File: src/rtl/lift53_pkg.sv
package lift53_pkg;
  typedef enum logic [2:0] {
    ST_IDLE,
    ST_RD_L,
    ST_RD_R,
    ST_WR,
    ST_DONE
  } lift_st_e;

  typedef enum logic {
    PH_EVEN,
    PH_ODD
  } lift_ph_e;
endpackage

File: src/rtl/lift53_regfile.sv
module lift53_regfile #(
  parameter int DATA_W = 16,
  parameter int DEPTH  = 32,
  parameter int ADDR_W = $clog2(DEPTH),
  parameter int PW     = ADDR_W + 2
) (
  input  logic              clk,
  input  logic              rst_n,
  input  logic              eng_we,
  input  logic [PW-1:0]     eng_waddr,
  input  logic [DATA_W-1:0] eng_wdata,
  input  logic [PW-1:0]     eng_raddr,
  output logic [DATA_W-1:0] eng_rdata,
  input  logic              host_ok,
  input  logic              host_we,
  input  logic [ADDR_W-1:0] host_addr,
  input  logic [DATA_W-1:0] host_wdata,
  output logic [DATA_W-1:0] host_rdata
);
  logic [DATA_W-1:0] mem [DEPTH];

  for (genvar i = 0; i < DEPTH; i++) begin : g_word
    always_ff @(posedge clk or negedge rst_n) begin
      if (!rst_n) begin
        mem[i] <= '0;
      end else if (eng_we && eng_waddr == PW'(i)) begin
        mem[i] <= eng_wdata;
      end else if (host_ok && host_we && host_addr == ADDR_W'(i)) begin
        mem[i] <= host_wdata;
      end
    end
  end

  assign eng_rdata  = (eng_raddr < PW'(DEPTH)) ? mem[eng_raddr[ADDR_W-1:0]] : '0;
  assign host_rdata = mem[host_addr];
endmodule

File: src/rtl/lift53_ctrl.sv
module lift53_ctrl
  import lift53_pkg::*;
#(
  parameter int ADDR_W = 5,
  parameter int PW     = ADDR_W + 2
) (
  input  logic              clk,
  input  logic              rst_n,
  input  logic              start_i,
  input  logic [ADDR_W-1:0] first_i,
  input  logic [ADDR_W-1:0] last_i,
  input  logic [ADDR_W-1:0] stride_i,
  output logic              busy_o,
  output logic              ready_o,
  output logic [PW-1:0]     rd_addr,
  output logic              cap_l,
  output logic              cap_r,
  output logic              solo,
  output logic              odd_phase,
  output logic              we,
  output logic [PW-1:0]     wr_addr
);
  lift_st_e      st;
  lift_ph_e      ph;
  logic [PW-1:0] ptr, first_q, last_q, stride_q;
  logic [PW-1:0] left_a, right_a, nxt_ptr, odd_ptr;
  logic          go;

  assign go = start_i && (stride_i != '0) && (last_i >= first_i);

  assign left_a  = (ph == PH_EVEN && ptr == first_q) ? ptr + stride_q : ptr - stride_q;
  assign right_a = (ptr == last_q) ? ptr - stride_q : ptr + stride_q;
  assign nxt_ptr = ptr + (stride_q << 1);
  assign odd_ptr = first_q + stride_q;

  always_comb begin
    unique case (st)
      ST_RD_L: rd_addr = left_a;
      ST_RD_R: rd_addr = right_a;
      default: rd_addr = ptr;
    endcase
  end

  assign cap_l     = (st == ST_RD_L);
  assign cap_r     = (st == ST_RD_R);
  assign solo      = (first_q == last_q);
  assign odd_phase = (ph == PH_ODD);
  assign we        = (st == ST_WR);
  assign wr_addr   = ptr;
  assign busy_o    = (st != ST_IDLE);
  assign ready_o   = (st == ST_DONE);

  always_ff @(posedge clk or negedge rst_n) begin
    if (!rst_n) begin
      st       <= ST_IDLE;
      ph       <= PH_EVEN;
      ptr      <= '0;
      first_q  <= '0;
      last_q   <= '0;
      stride_q <= '0;
    end else begin
      unique case (st)
        ST_IDLE: begin
          if (go) begin
            first_q  <= PW'(first_i);
            last_q   <= PW'(last_i);
            stride_q <= PW'(stride_i);
            ptr      <= PW'(first_i);
            ph       <= PH_EVEN;
            st       <= ST_RD_L;
          end
        end
        ST_RD_L: st <= ST_RD_R;
        ST_RD_R: st <= ST_WR;
        ST_WR: begin
          if (nxt_ptr > last_q) begin
            if (ph == PH_EVEN && odd_ptr <= last_q) begin
              ph  <= PH_ODD;
              ptr <= odd_ptr;
              st  <= ST_RD_L;
            end else begin
              st <= ST_DONE;
            end
          end else begin
            ptr <= nxt_ptr;
            st  <= ST_RD_L;
          end
        end
        ST_DONE: st <= ST_IDLE;
        default: st <= ST_IDLE;
      endcase
    end
  end

  // ready is a single-cycle pulse
  p_ready_pulse_r7: assert property (@(posedge clk) disable iff (!rst_n)
    ready_o |=> !ready_o);

  // ready only follows a write-back
  p_ready_after_write_r7: assert property (@(posedge clk) disable iff (!rst_n)
    ready_o |-> $past(we));

  // writes stay inside the run bounds
  p_write_span_r5: assert property (@(posedge clk) disable iff (!rst_n)
    we |-> (wr_addr >= first_q && wr_addr <= last_q));

  // the odd phase is entered only from a write-back
  p_odd_after_even_r3: assert property (@(posedge clk) disable iff (!rst_n)
    $rose(odd_phase) |-> $past(we));
endmodule

File: src/rtl/lift53_datapath.sv
module lift53_datapath #(
  parameter int DATA_W = 16
) (
  input  logic              clk,
  input  logic              rst_n,
  input  logic              cap_l,
  input  logic              cap_r,
  input  logic              zero_nb,
  input  logic              odd_phase,
  input  logic [DATA_W-1:0] rd_data,
  output logic [DATA_W-1:0] result
);
  localparam int WW = DATA_W + 2;
  localparam logic signed [WW-1:0] ROUND = WW'(2);

  logic signed [DATA_W-1:0] nb_l, nb_r;
  logic signed [WW-1:0]     sum, corr, ctr, wide;

  always_ff @(posedge clk or negedge rst_n) begin
    if (!rst_n) begin
      nb_l <= '0;
      nb_r <= '0;
    end else begin
      if (cap_l) nb_l <= zero_nb ? '0 : $signed(rd_data);
      if (cap_r) nb_r <= zero_nb ? '0 : $signed(rd_data);
    end
  end

  always_comb begin
    sum  = WW'(nb_l) + WW'(nb_r);
    ctr  = WW'($signed(rd_data));
    corr = odd_phase ? (sum >>> 1) : ((sum + ROUND) >>> 2);
    wide = odd_phase ? (ctr + corr) : (ctr - corr);
  end

  assign result = wide[DATA_W-1:0];
endmodule

File: src/rtl/lift53_synth.sv
module lift53_synth #(
  parameter int DATA_W = 16,
  parameter int DEPTH  = 32,
  parameter int ADDR_W = $clog2(DEPTH)
) (
  input  logic              clk,
  input  logic              rst_n,
  input  logic              start_i,
  input  logic [ADDR_W-1:0] first_i,
  input  logic [ADDR_W-1:0] last_i,
  input  logic [ADDR_W-1:0] stride_i,
  output logic              busy_o,
  output logic              ready_o,
  input  logic              host_we_i,
  input  logic [ADDR_W-1:0] host_addr_i,
  input  logic [DATA_W-1:0] host_wdata_i,
  output logic [DATA_W-1:0] host_rdata_o
);
  localparam int PW = ADDR_W + 2;

  logic [PW-1:0]     rd_addr, wr_addr;
  logic [DATA_W-1:0] rd_data, wr_data;
  logic              cap_l, cap_r, solo, odd_phase, we;

  lift53_ctrl #(.ADDR_W(ADDR_W), .PW(PW)) u_ctrl (
    .clk       (clk),
    .rst_n     (rst_n),
    .start_i   (start_i),
    .first_i   (first_i),
    .last_i    (last_i),
    .stride_i  (stride_i),
    .busy_o    (busy_o),
    .ready_o   (ready_o),
    .rd_addr   (rd_addr),
    .cap_l     (cap_l),
    .cap_r     (cap_r),
    .solo      (solo),
    .odd_phase (odd_phase),
    .we        (we),
    .wr_addr   (wr_addr)
  );

  lift53_datapath #(.DATA_W(DATA_W)) u_dp (
    .clk       (clk),
    .rst_n     (rst_n),
    .cap_l     (cap_l),
    .cap_r     (cap_r),
    .zero_nb   (solo),
    .odd_phase (odd_phase),
    .rd_data   (rd_data),
    .result    (wr_data)
  );

  lift53_regfile #(.DATA_W(DATA_W), .DEPTH(DEPTH), .ADDR_W(ADDR_W), .PW(PW)) u_rf (
    .clk        (clk),
    .rst_n      (rst_n),
    .eng_we     (we),
    .eng_waddr  (wr_addr),
    .eng_wdata  (wr_data),
    .eng_raddr  (rd_addr),
    .eng_rdata  (rd_data),
    .host_ok    (!busy_o),
    .host_we    (host_we_i),
    .host_addr  (host_addr_i),
    .host_wdata (host_wdata_i),
    .host_rdata (host_rdata_o)
  );

  // a one-word run writes back exactly what it read
  p_solo_identity_r6: assert property (@(posedge clk) disable iff (!rst_n)
    (we && solo) |-> (wr_data == rd_data));
endmodule

File: config.mk
export PLATFORM = sky130hd
export DESIGN_NAME = lift53_synth
export DESIGN_NICKNAME = d
export VERILOG_FILES = /design/src/rtl/lift53_pkg.sv /design/src/rtl/lift53_regfile.sv /design/src/rtl/lift53_ctrl.sv /design/src/rtl/lift53_datapath.sv /design/src/rtl/lift53_synth.sv
export SDC_FILE = /design/constraint.sdc
export NUM_CORES = 2
export LEC_CHECK = 0
export CORE_MARGIN = 10
export CORE_UTILIZATION = 56
export CTS_CLUSTER_DIAMETER = 100
export DETAILED_ROUTE_END_ITERATION = 16
export PLACE_DENSITY = 0.73
export SYNTH_ARGS = -nofsm -noshare
export SYNTH_HDL_FRONTEND = slang
export SYNTH_SLANG_ARGS = --single-unit
export TNS_END_PERCENT = 20
File: constraint.sdc
create_clock -name clk -period 10.61 [get_ports clk]
set_input_delay 1.061 -clock clk [delete_from_list [all_inputs] [get_ports clk]]
set_output_delay 1.061 -clock clk [all_outputs]
set_load 0.05 [all_outputs]
After elaboration in Yosys (flattened, before gate mapping) --
Cells that the tools add are included.
Storage, ports and cells: register bits after elaboration 570, bits of input ports 40, output and inout port bits 18, logic and storage cells 330
Operators by class: $add $sub $neg 8, $lt $le $gt $ge 6, equal/unequal tests 73, mux-type cells 89, bitwise operators 3, reduce and logical (&&, ||, !) cells 111
Operator list (number):
- $mux W16 | 72
- $bmux W16 S5 | 2
- $eq A7 B5 Y1 const B | 16
- $eq A5 B5 Y1 const B | 16
- $logic_and A1 B1 Y1 | 69
- $reduce_bool A2 Y1 | 33
- $eq A7 B4 Y1 const B | 8
- $eq A5 B4 Y1 const B | 8
- $mux W7 | 5
- $eq A7 B3 Y1 const B | 4
- $pmux W7 S2 | 2
- $eq A5 B3 Y1 const B | 4
- $add A17 B3 Y18 const B | 1
- $add A16 B16 Y17 | 1
- $add A16 B16 Y16 | 1
- $sub A16 B16 Y16 | 1
- $eq A7 B2 Y1 const B | 2
- $eq A7 B5 Y1 | 2
- $ge A6 B6 Y1 const B | 2
- $not A5 Y6 | 2
- $pmux W3 S4 | 1
- $eq A5 B2 Y1 const B | 2
- $mux W3 | 3
- $add A7 B5 Y7 | 1
- other kinds (28) | 32

Longest topological paths before layout --
depth in word-level cells 12, gate-level depth with buffers 32, gate-level depth less buffers 27

By module --
Synthesis repeated with hierarchy kept, for this count alone.
Second synthesis, totals: cell total of the unflattened synthesis 3656, area, all modules 38785.9 µm²
By module, submodules not included:
- lift53_regfile | times used 1, cells an instance 2919, area each 32283.5 µm², sequential area each 12812.3 µm²
- lift53_datapath | times used 1, cells an instance 448, area each 3900.0 µm², sequential area each 800.8 µm²
- lift53_ctrl | times used 1, cells an instance 288, area each 2598.7 µm², sequential area each 650.6 µm²
- lift53_synth | times used 1, cells an instance 1, area each 3.8 µm², sequential area each 0.0 µm²

Least setup slack after synthesis --
OpenSTA, ideal clock, no wires.
path type register -> register, from register u_ctrl.ptr[0], in the netlist u_ctrl.wr_addr[0], to register u_rf.mem[255] in the netlist's numbering, setup time 0.073 ns, arrival 6.267 ns, required time 10.537 ns, setup slack 4.270 ns, cell stages (with the launch flop) 32, path buffers 5, period minus slack after synthesis 6.340 ns, path through dfrtp_1 -> clkbuf_1 -> inv_1 -> ha_1 -> inv_1 -> fa_1 -> a31oi_1 -> a211o_1 -> o21ai_0 -> buf_2 -> clkbuf_1 -> clkbuf_1 -> mux4_2 -> mux2_2 -> o211ai_1 -> o21ai_0 -> nand2_1 -> inv_1 -> ha_1 -> a21o_1 -> a21oi_1 -> o21ai_0 -> a31oi_1 -> nand2b_1 -> a21boi_0 -> nor4_1 -> o41ai_1 -> nand3_1 -> nand2_1 -> xnor3_2 -> buf_6 -> a21oi_2
On the way: word-level cells in the longest chain between the ends 12, elaborated cells between the ends (all ways) 21, classes of those cells add/sub: 4; order compare: 1; eq/ne: 3; mux: 9; bitwise: 1; reduce/logical: 3
RTL lines:
- from (decl) | RTL line lift53_ctrl.sv:25 | logic [PW-1:0] ptr, first_q, last_q, stride_q;
- from (signal assigned) | RTL line lift53_ctrl.sv:68 | ptr <= PW'(first_i);
- from (signal assigned) | RTL line lift53_ctrl.sv:79 | ptr <= odd_ptr;
- from (signal assigned) | RTL line lift53_ctrl.sv:85 | ptr <= nxt_ptr;
- parallel branches: the longest is 12 deep, another holds $sub A16 B16 Y16
- to (signal, indexed assignment) | RTL line lift53_regfile.sv:27 | mem[i] <= eng_wdata;
- to (signal, indexed assignment) | RTL line lift53_regfile.sv:29 | mem[i] <= host_wdata;
- to (decl) | RTL line lift53_regfile.sv:20 | logic [DATA_W-1:0] mem [DEPTH];
Parallel ways; which one is timed is not known. The select of a mux whose other input is x is not followed. A chain may end at the register's enable or synchronous reset.

Worst setup path in the final report --
from register u_ctrl.ptr[3], in the netlist u_ctrl.wr_addr[3], to register u_rf.mem[430] in the netlist's numbering
Same word-level chain as after synthesis.

==> impl_results.md <==
- Yosys reg bits: between 500 and 600
- Highest Clock Rate: 128 MHz
- CTS sink cnt: 570
- Vias post-DR: 31900
- Synth cell types: 87
- Max Transition Viols Final: 0
- Max-slew headroom: 4.11%
- Htree depth: 3
- First-pass GRT wire length: between 150 and 200 mm
- Share of cells above drive strength 1: approximately a fifth
- CTS tree: yes
- Crit path time final: 7830 ps
- Hold Crit Class: reg2reg
- Row cnt: 93
- PortBufs: 57
- Worst setup EP type: flop
- Crit-path max FO: 128
- Post-DP HPWL: 84.1 mm
- CP Launch Type: flop
- Setup Skew: 35.2 ps
- Synthesis warning total: 0
- Period utilisation layout: 73.8%
- Die area: 0.0752 mm2
- WL/cell: roughly 31 um
- Outcome: finished, final reports clean
- Mapped Avg Cell Area: around 11 um2
- Data required time of the worst path: 11030 ps
- Clk Latency, worst-skew pair: roughly 620 ps
- Max-cap violations: 0
- # IOs: 58
- Bufs on Longest Clock Path: 3
- Final RePlAce weighted congestion: 0.933
- Number of global-route vias before repair: ~31000
- Starting DRT DRC Count: 5389
- Cells after Synth: roughly 3300
- Mapped cell area: 0.0362 mm2
- Post-synthesis sequential area ratio: roughly two fifths
- Post-route setup TNS: 0 ps
- Final nets: 3357
- Gr usage total: approximately a third
- Setup-failing EPs final: 0
- Syn_nets: 3447
- Post-Route WL: between 100 and 150 mm
- Total grt overflow: 0
- Die X: 274 um
- Hold-fix buffer count after cts: 0
- Largest net degree at the start of global routing: roughly 180
- First-pass iteration count of the detailed router: 7
- Commonest non-fill, non-tap cell in the layout: dfrtp_1
- Initial antenna violation count: 5
- Area delta synth->final: 10.0%
- Most frequent cells in the layout: 570 x dfrtp_1, 368 x o21ai_0, 311 x a22oi_1
- Initial Util: 56.3%
- Core Region: roughly 0.064 mm2
- DRC viols: 0
- Async set-reset flop share out of synthesis: 100%
- Top_reg_cell synth: dfrtp_1
- RSZ-0062 raised after global routing: false
- Post-CTS sizing: 0
- Least-Margin Pin Slew: 1440 ps
- Root Driver: clkbuf_16
- Crit path kind: reg2reg
- Antenna Violating Nets Remaining: 0
- Data arrival, critical path: 8250 ps
- Reg clk slew, reported paths: 60 ps
- Setup Buffers After CTS: 0
- Die H: 274 um
- Final hold vios: 0
- EDFF count, synth: 0
- Total CTS buffers: 66
- Post-DR vias/cell: just under 8
[worst max-delay path, stage by stage (launching register included)]
cell      delay (ps)
dfrtp_1          690
xnor2_1          180
nand4_1          180
nor2_1           430
a22oi_1          300
o21ai_4          240
buf_12           620
mux4_2           420
mux2i_1          230
mux2i_1          140
mux2i_1          370
nor2b_1          130
ha_1             240
inv_1             80
fa_1             290
nor2b_1           70
o21ai_0          220
a21oi_1          120
o21ai_0          220
a21boi_0         120
o21ai_0          230
a21boi_0         120
o21ai_0          230
a21oi_1          130
o211a_1          260
a211oi_4         960
o21ai_0          260
[through the flow]
| step | instance area [um2] | hold slack, ps | cells | setup slack [ps] | util (%) |
|---|---|---|---|---|---|
| after global placement | 37600 | 466 | 4031 | 2940 | 58.5 |
| after detailed placement | 37600 | 475 | 4031 | 2930 | 58.5 |
| after floorplan | 36200 | 454 | 3334 | 4270 | - |
| after global routing | 39800 | 505 | 4148 | 2170 | 62.0 |
| after CTS | 39800 | 487 | 4148 | 2910 | 62.0 |
| final | 39800 | 481 | 4149 | 2780 | 62.0 |
[cell families after synthesis]
family	count (synthesis)	share of synthesized area, %
mux	460	22.9
flops	570	39.4
buf+inv	404	4.38
simple gates	649	8.36
compound gates	1116	20.8
xor+xnor	62	1.54
fa+ha+maj	73	2.65
[per-layer routing]
layer	vias up	GRT usage (%)	wire length [um]
li1	12700	-	-
met1	15800	43.6	45800
met2	2796	52.0	58600
met3	638	10.2	17700
met4	6	19.4	8490
met5	-	0	37
[path summary, 6_finish.rpt]
path,start,endpoint,slack [ps],depth (start not counted)
max in group asynchronous,rst_n,u_rf.mem[405],7880,3
min in group asynchronous,rst_n,u_ctrl.last_q[4],490,1
setup / recovery,u_ctrl.wr_addr[3],u_rf.mem[430],2780,26
hold / removal,u_dp.nb_l[10],u_dp.nb_l[10],480,2
hold reg to reg,u_dp.nb_l[10],u_dp.nb_l[10],480,2
setup reg to reg,u_ctrl.wr_addr[3],u_rf.mem[430],2780,26
[cells in the mapped netlist, drive strengths merged, types with 9 or more instances]
| master | instances | area [um2] |
|---|---|---|
| clkbuf | 262 | 983 |
| and3 | 23 | 144 |
| dfrtp | 570 | 14300 |
| mux4 | 288 | 6490 |
| a21oi | 131 | 671 |
| o22ai | 28 | 175 |
| and2 | 9 | 56.3 |
| or2 | 10 | 62.6 |
| a21o | 9 | 67.6 |
| nor4 | 9 | 71.3 |
| or3 | 10 | 62.6 |
| nor2 | 247 | 930 |
| nand3 | 22 | 110 |
| nand3b | 9 | 67.6 |
| o31ai | 9 | 67.6 |
| nor3 | 34 | 170 |
| inv | 76 | 285 |
| a22oi | 311 | 2330 |
| xnor2 | 37 | 324 |
| mux2 | 54 | 608 |
| a31oi | 12 | 75.1 |
| a221o | 118 | 1180 |
| a211oi | 22 | 170 |
| nor2b | 43 | 269 |
| xor2 | 24 | 210 |
| o21ai | 401 | 2110 |
| buf | 65 | 312 |
| nand2b | 13 | 81.3 |
| mux2i | 118 | 1180 |
| ha | 67 | 838 |
| nand2 | 189 | 709 |
[flip-flops by register name, summed over array words and instances (netlist names)]
signal / cells
u_rf.mem: 512
u_dp.nb_l: 16
u_dp.nb_r: 16
u_ctrl.wr_addr: 7
u_ctrl.first_q: 5
u_ctrl.last_q: 5
u_ctrl.stride_q: 5
u_ctrl.st: 3
u_ctrl.odd_phase: 1
[final cells by class]
type,count,area (um2)
multi-input combinational,2360,20500
tap,855,1070
inverter,77,289
timing repair buffer,169,1440
fill,5113,24400
sequential,570,14300
clock inverter,20,268
antenna,1,2.50
clock buffer,97,1970
Power is left out: the tool's default activity adds up to more than one toggle a clock period on the data nets, which glitch-free logic cannot reach.
